$ cat config.mk
export PLATFORM = sky130hd
export DESIGN_NAME = fracBaudGen
export DESIGN_NICKNAME = d
export VERILOG_FILES = /design/src/rtl/fbg_pkg.sv /design/src/rtl/fbg_datapath.sv /design/src/rtl/fbg_control.sv /design/src/rtl/fracBaudGen.sv
export SDC_FILE = /design/constraint.sdc
export NUM_CORES = 1
export LEC_CHECK = 0
export ABC_AREA = 1
export BUFFER_PORTS_ARGS = -buffer_cell sky130_fd_sc_hd__buf_2
export CAP_MARGIN = 20
export CORE_ASPECT_RATIO = 1.1
export CORE_MARGIN = 5
export CORE_UTILIZATION = 40
export DETAILED_ROUTE_END_ITERATION = 16
export PLACE_DENSITY = 0.55
export RECOVER_POWER = 50
export SLEW_MARGIN = 20
export SYNTH_ARGS = -nofsm -noshare
export SYNTH_HDL_FRONTEND = slang
export SYNTH_SLANG_ARGS = --single-unit
$ cat constraint.sdc
create_clock -name clk -period 3.61 [get_ports clk]
set_input_delay 0.5415 -clock clk [delete_from_list [all_inputs] [get_ports clk]]
set_output_delay 0.5415 -clock clk [all_outputs]
set_load 0.005 [all_outputs]
$ cat src/rtl/fbg_pkg.sv
package fbg_pkg;
  // Strobes from control to datapath
  typedef struct packed {
    logic start;   // load a fresh period, clear fractional phase
    logic reload;  // next period with the same divisor
  } fbgStrobe_t;
endpackage

$ cat src/rtl/fbg_datapath.sv
module fbg_datapath
  import fbg_pkg::*;
#(
  parameter int INT_W  = 14,
  parameter int FRAC_W = 3
) (
  input  logic              clk,
  input  logic              rstN,
  input  fbgStrobe_t        strb,
  input  logic [INT_W-1:0]  perInt,
  input  logic [FRAC_W-1:0] perFrac,
  output logic              zeroHit
);
  logic [INT_W-1:0]  cnt;
  logic [FRAC_W-1:0] acc;
  logic [FRAC_W:0]   accSum;
  logic              carry;
  logic [INT_W-1:0]  lenM1;

  assign accSum  = {1'b0, acc} + {1'b0, perFrac};
  assign carry   = accSum[FRAC_W];
  assign lenM1   = perInt - INT_W'(1) + INT_W'(carry);
  assign zeroHit = (cnt == '0);

  always_ff @(posedge clk) begin
    if (!rstN) begin
      cnt <= '0;
      acc <= '0;
    end else if (strb.start) begin
      cnt <= perInt - INT_W'(1);
      acc <= '0;
    end else if (strb.reload) begin
      cnt <= lenM1;
      acc <= accSum[FRAC_W-1:0];
    end else if (cnt != '0) begin
      cnt <= cnt - INT_W'(1);
    end
  end

  // between strobes the counter only steps down by one
  p_count_down_r3: assert property (@(posedge clk) disable iff (!rstN)
    (cnt != '0 && !strb.start && !strb.reload) |=> (cnt == $past(cnt) - INT_W'(1)));

  // a fresh start always begins at phase zero
  p_start_phase_r6: assert property (@(posedge clk) disable iff (!rstN)
    strb.start |=> (acc == '0));
endmodule

$ cat src/rtl/fbg_control.sv
module fbg_control
  import fbg_pkg::*;
#(
  parameter int INT_W  = 14,
  parameter int FRAC_W = 3
) (
  input  logic              clk,
  input  logic              rstN,
  input  logic              divWe,
  input  logic [INT_W-1:0]  divInt,
  input  logic [FRAC_W-1:0] divFrac,
  input  logic              zeroHit,
  output fbgStrobe_t        strb,
  output logic [INT_W-1:0]  selInt,
  output logic [FRAC_W-1:0] selFrac,
  output logic              tick,
  output logic              divValid
);
  logic              running;
  logic              pendFlag;
  logic [INT_W-1:0]  pendInt, actInt, inInt;
  logic [FRAC_W-1:0] pendFrac, actFrac;
  logic              apply, swap;

  assign inInt    = (divInt == '0) ? INT_W'(1) : divInt;
  assign tick     = running && zeroHit;
  assign apply    = divWe && !running;
  assign swap     = tick && pendFlag;
  assign divValid = running;

  always_comb begin
    if (apply) begin
      selInt  = inInt;
      selFrac = divFrac;
    end else if (pendFlag) begin
      selInt  = pendInt;
      selFrac = pendFrac;
    end else begin
      selInt  = actInt;
      selFrac = actFrac;
    end
    strb.start  = apply || swap;
    strb.reload = tick && !pendFlag;
  end

  always_ff @(posedge clk) begin
    if (!rstN) begin
      running  <= 1'b0;
      pendFlag <= 1'b0;
      pendInt  <= INT_W'(1);
      pendFrac <= '0;
      actInt   <= INT_W'(1);
      actFrac  <= '0;
    end else begin
      if (apply) begin
        running <= 1'b1;
        actInt  <= inInt;
        actFrac <= divFrac;
      end
      if (swap) begin
        actInt   <= pendInt;
        actFrac  <= pendFrac;
        pendFlag <= 1'b0;
      end
      if (divWe && running) begin
        pendInt  <= inInt;
        pendFrac <= divFrac;
        pendFlag <= 1'b1;
      end
    end
  end

  // valid flag never drops outside reset
  p_valid_sticky_r9: assert property (@(posedge clk) disable iff (!rstN)
    divValid |=> divValid);

  // a reload only happens when the datapath count is exhausted
  p_reload_at_zero_r3: assert property (@(posedge clk) disable iff (!rstN)
    strb.reload |-> zeroHit);

  // a pending divisor is consumed at the tick
  p_pend_clear_r6: assert property (@(posedge clk) disable iff (!rstN)
    (tick && pendFlag && !divWe) |=> !pendFlag);

  // an integer of zero never becomes active
  p_act_nonzero_r5: assert property (@(posedge clk) disable iff (!rstN)
    running |-> (actInt != '0));
endmodule

$ cat src/rtl/fracBaudGen.sv
module fracBaudGen
  import fbg_pkg::*;
#(
  parameter int INT_W  = 14,
  parameter int FRAC_W = 3
) (
  input  logic              clk,
  input  logic              rstN,
  input  logic              divWe,
  input  logic [INT_W-1:0]  divInt,
  input  logic [FRAC_W-1:0] divFrac,
  output logic              tick,
  output logic              divValid
);
  fbgStrobe_t        strb;
  logic [INT_W-1:0]  selInt;
  logic [FRAC_W-1:0] selFrac;
  logic              zeroHit;

  fbg_control #(.INT_W(INT_W), .FRAC_W(FRAC_W)) uCtrl (
    .clk(clk), .rstN(rstN), .divWe(divWe), .divInt(divInt), .divFrac(divFrac),
    .zeroHit(zeroHit), .strb(strb), .selInt(selInt), .selFrac(selFrac),
    .tick(tick), .divValid(divValid)
  );

  fbg_datapath #(.INT_W(INT_W), .FRAC_W(FRAC_W)) uPath (
    .clk(clk), .rstN(rstN), .strb(strb), .perInt(selInt), .perFrac(selFrac),
    .zeroHit(zeroHit)
  );

  // nothing ticks before a divisor is valid
  p_idle_quiet_r1: assert property (@(posedge clk) disable iff (!rstN)
    !divValid |-> !tick);
endmodule

==> key figures <==
Die
  • DIE HEIGHT: about 110 um
  • Effective utilization at floorplan: 40.9%
  • I/O pin count: 22
  • Die span in x: 103 um
  • Rows: 37
  • DIE AREA: 11,600 um^2
  • Standard cell core area: around 9400 um^2

Setup path
  • Setup CP Type: reg -> reg
  • Crit start category: flop
  • Arrival time at the worst endpoint: roughly 3.3 ns
  • Req. time, crit path: just under 4 ns
  • Type of destination of the critical path: flop
  • Max Fanout on Critical Path: 21

Logic synthesis
  • Synthesized flop and latch total: 53
  • Cell types with the largest area share after synthesis: sky130_fd_sc_hd__dfxtp_1, sky130_fd_sc_hd__nand2_1, sky130_fd_sc_hd__a21oi_1, sky130_fd_sc_hd__o21ai_0, sky130_fd_sc_hd__inv_1
  • Library cell with the largest summed area after synthesis: sky130_fd_sc_hd__dfxtp_1
  • Area share of xor/xnor cells in the synthesized design: approximately 3.9%
  • Number of different library cells in the post-synthesis netlist: 43
  • Mapped Nets: approximately 620
  • Part of the Yosys area used for sequential elements: approximately 28%
  • Number of synthesized flops with an enable pin: 0
  • Largest family of logic cells by synthesized area: simple AND/OR/NAND/NOR gates
  • Most common flop cell mapped by yosys: sky130_fd_sc_hd__dfxtp_1
  • Mapped Cells: just under 600
  • Cell Area, Synth: ~3800 um^2
  • Warnings from Yosys: 0
  • Mux share of post-synthesis cell area: 0%
  • Simple-gate share of the synthesized area: between 30% and 40%
  • Adder and majority gate portion of the synthesized area: 2.81%
  • Share of synthesized registers carrying an async set or reset: 0%
  • Compound-cell area share of the yosys netlist: approximately a fifth
  • Mean cell area of the mapped netlist: 6.45 um^2
  • Post-synth top area share: 27.7%

Timing
  • Worst slew pin tran: around 1.4 ns
  • Setup repair after global routing missed its margin: false
  • Min cycle time layout: slightly above 3 ns
  • Fin Clk Skew: roughly 0.011 ns
  • Sum Neg Setup Slack: 0 ns
  • Highest Clock Rate: roughly 0.33 GHz
  • Fin. Hold Viols: 0
  • # setup viols final: 0
  • Max_slew headroom: 8.53%
  • Count of pins over their slew limit: 0
  • Post-route fraction of the period consumed by the critical path: 83.5%

Global routing
  • Overall global routing resource usage: 19.1%
  • Global-route wire length before repair: roughly 18,000 um
  • Remaining Overflow, GRT: 0
  • Pin count of the biggest net entering global routing: 30
  • Via count of the first global-routing pass: approximately 3,600
  • Antenna violations before repair: 0

Power
  • Power density over the cells: between 400 and 500 nW/um^2
  • Gate power share: 35.3%
  • Sw power: 0.626 mW
  • Fraction of power consumed by the clock network: 23.9%
  • Lkg Pwr: ~1.8 nW
  • Net Sw Frac: between 30 and 40%
  • Largest voltage drop on the vdd net: 0.000160 V
  • Sequential Power Share: between 40% and 50%
  • Design internal power: approximately 1.1 mW

Final layout
  • Synth-to-layout area growth: 7.62%
  • Share of layout cells above drive strength 1: between 10% and 20%
  • Antenna diodes: 0
  • Core occupancy in the finished layout: between 40% and 50%
  • Post-layout net count: about 640

Clock tree
  • Clock root buffer: sky130_fd_sc_hd__clkbuf_8
  • Post-CTS setup buffers: 0
  • Number of sinks driven by the clock tree: 53
  • CTS tree: built
  • Clock-pin transition on the worst setup and hold timing paths: approximately 0.1 ns
  • Number of clock buffers inserted by TritonCTS: 5
  • CTS HTree Levels: 2
  • Clock buffer depth: 2
  • Hold-fix buffers, CTS: 0
  • Clock network latency to the later pin of the worst-skew pair: between 0.3 and 0.4 ns
  • Post-CTS resize count: 0

Route
  • Avg Vias per Cell: approximately 5.2
  • Detailed Route WL: 10,600 um
  • DRC Markers: 0
  • DR iter-0 viols: between 200 and 250
  • Via Count: 3,778
  • Drt pass-1 iters: 5
  • Avg WL per Cell: approximately 15 um
  • Final ANT Viol Nets: 0

Placement
  • Weighted congestion at the end of routability-driven global placement: slightly below 0.9
  • Final HPWL DP: between 7000 and 8000 um
  • Port Buffer Count: 21

Job
  • Max capacitance violation total: 0

Status
  • Result of the run: completed

Min path
  • Worst hold-check path type: reg -> reg
## final cells by class
cell class / instances / area, um^2
clock inverters: 2 / 35.0
inverters: 74 / 280
flip-flops and latches: 53 / 1060
repair buffers: 32 / 178
well taps: 117 / 146
multi-input cells: 443 / 2350
clock buffers: 5 / 68.8
fillers: 1019 / 5230
## critical path, stage by stage, from the launching register on
cell and delay (ns):
sky130_fd_sc_hd__dfxtp_1 0.48, sky130_fd_sc_hd__inv_2 0.09, sky130_fd_sc_hd__nand2_4 0.21, sky130_fd_sc_hd__buf_4 0.25, sky130_fd_sc_hd__o21ai_0 0.11, sky130_fd_sc_hd__ha_1 0.34
sky130_fd_sc_hd__nand3_1 0.08, sky130_fd_sc_hd__nand2_1 0.08, sky130_fd_sc_hd__ha_1 0.18, sky130_fd_sc_hd__nand4_2 0.14, sky130_fd_sc_hd__nor2_1 0.15, sky130_fd_sc_hd__nand3_2 0.13
sky130_fd_sc_hd__nor2_4 0.13, sky130_fd_sc_hd__nand2_2 0.09, sky130_fd_sc_hd__nor2_4 0.10, sky130_fd_sc_hd__nand2_1 0.06, sky130_fd_sc_hd__nand3_1 0.07, sky130_fd_sc_hd__nand3_1 0.07
sky130_fd_sc_hd__a21oi_1 0.16
## cell families (layout without fill, tap and decap cells)
family	Yosys count	count (layout)
XOR/XNOR	16	16
flip-flops	53	53
buffers and inverters	97	113
adder cells (fa/ha/maj)	8	8
AND/OR/NAND/NOR	283	283
AO/OA/AOI/OAI	136	136
## sequential cells by signal, indices dropped and copies added, names as in the netlist
register and count:
uCtrl.pendInt 14, uCtrl.divValid 1, uPath.acc 3, uCtrl.actFrac 3, uCtrl.actInt 14, uCtrl.pendFrac 3, uCtrl.pendFlag 1, uPath.cnt 14
## cells in the final DEF, fill, tap and decap left out, types with 2 or more instances in the layout
| master | count |
|---|---|
| sky130_fd_sc_hd__o211ai_1 | 4 |
| sky130_fd_sc_hd__nand4_1 | 7 |
| sky130_fd_sc_hd__ha_1 | 7 |
| sky130_fd_sc_hd__dfxtp_1 | 53 |
| sky130_fd_sc_hd__nor3_1 | 3 |
| sky130_fd_sc_hd__o22ai_1 | 9 |
| sky130_fd_sc_hd__nand3_2 | 8 |
| sky130_fd_sc_hd__o21ai_0 | 51 |
| sky130_fd_sc_hd__o21ai_1 | 3 |
| sky130_fd_sc_hd__buf_4 | 9 |
| sky130_fd_sc_hd__xnor2_1 | 8 |
| sky130_fd_sc_hd__nor2_1 | 57 |
| sky130_fd_sc_hd__a211oi_1 | 4 |
| sky130_fd_sc_hd__nand2_4 | 4 |
| sky130_fd_sc_hd__clkbuf_1 | 4 |
| sky130_fd_sc_hd__buf_2 | 19 |
| sky130_fd_sc_hd__inv_1 | 67 |
| sky130_fd_sc_hd__nand3_1 | 30 |
| sky130_fd_sc_hd__nor2_2 | 3 |
| sky130_fd_sc_hd__a31oi_1 | 5 |
| sky130_fd_sc_hd__nand2_2 | 16 |
| sky130_fd_sc_hd__inv_2 | 6 |
| sky130_fd_sc_hd__clkbuf_8 | 5 |
| sky130_fd_sc_hd__or2_2 | 2 |
| sky130_fd_sc_hd__nand2_1 | 140 |
| sky130_fd_sc_hd__nor2_4 | 9 |
| sky130_fd_sc_hd__a21oi_1 | 53 |
| sky130_fd_sc_hd__xor2_1 | 7 |
## power groups by stage
stage | Combinational, mW | Clock (mW) | Sequential [mW]
after floorplan | 0.469 | 0 | 0.692
after global placement | 0.593 | 0 | 0.700
after detailed placement | 0.592 | 0 | 0.701
after CTS | 0.597 | 0.419 | 0.688
after global routing | 0.679 | 0.436 | 0.695
final | 0.596 | 0.404 | 0.688
## per-layer routing
layer	GRT usage, %	vias up	wire (um)
met1	25.3	1735	5040
li1	-	1958	-
met5	0	-	0
met4	5.61	0	218
met2	32.2	73	5010
met3	2.05	12	362
## stage by stage
stage                     power, mW  cell area, um^2  cells  worst slack [ns]  hold WS [ns]
final                          1.69             4120    726             0.594         0.465
after global routing           1.81             4120    726             0.253         0.484
after CTS                      1.70             4130    726             0.631         0.468
after detailed placement       1.29             4020    719             0.494         0.452
after global placement         1.29             4020    719             0.576         0.445
after floorplan                1.16             3830    593             0.652         0.429
## cells in the mapped netlist, types with 7 or more instances
cell type and n:
sky130_fd_sc_hd__nand2_1 140, sky130_fd_sc_hd__inv_1 67, sky130_fd_sc_hd__nor2_1 57, sky130_fd_sc_hd__a21oi_1 53, sky130_fd_sc_hd__dfxtp_1 53, sky130_fd_sc_hd__o21ai_0 51
sky130_fd_sc_hd__nand3_1 30, sky130_fd_sc_hd__nand2_2 16, sky130_fd_sc_hd__clkbuf_1 11, sky130_fd_sc_hd__nor2_4 9, sky130_fd_sc_hd__o22ai_1 9, sky130_fd_sc_hd__nand3_2 8
sky130_fd_sc_hd__xnor2_1 8, sky130_fd_sc_hd__ha_1 7, sky130_fd_sc_hd__nand4_1 7, sky130_fd_sc_hd__xor2_1 7
## worst paths after layout
| kind | start | end | slack, ns | cells after the start |
|---|---|---|---|---|
| setup reg to reg | uCtrl.divValid | uPath.cnt[11] | 0.59 | 18 |
| hold reg to reg | uCtrl.pendInt[12] | uCtrl.pendInt[12] | 0.47 | 2 |
| setup / recovery | uCtrl.divValid | uPath.cnt[11] | 0.59 | 18 |
| hold / removal | uCtrl.pendInt[12] | uCtrl.pendInt[12] | 0.47 | 2 |
(Power assumes the default switching activity.)
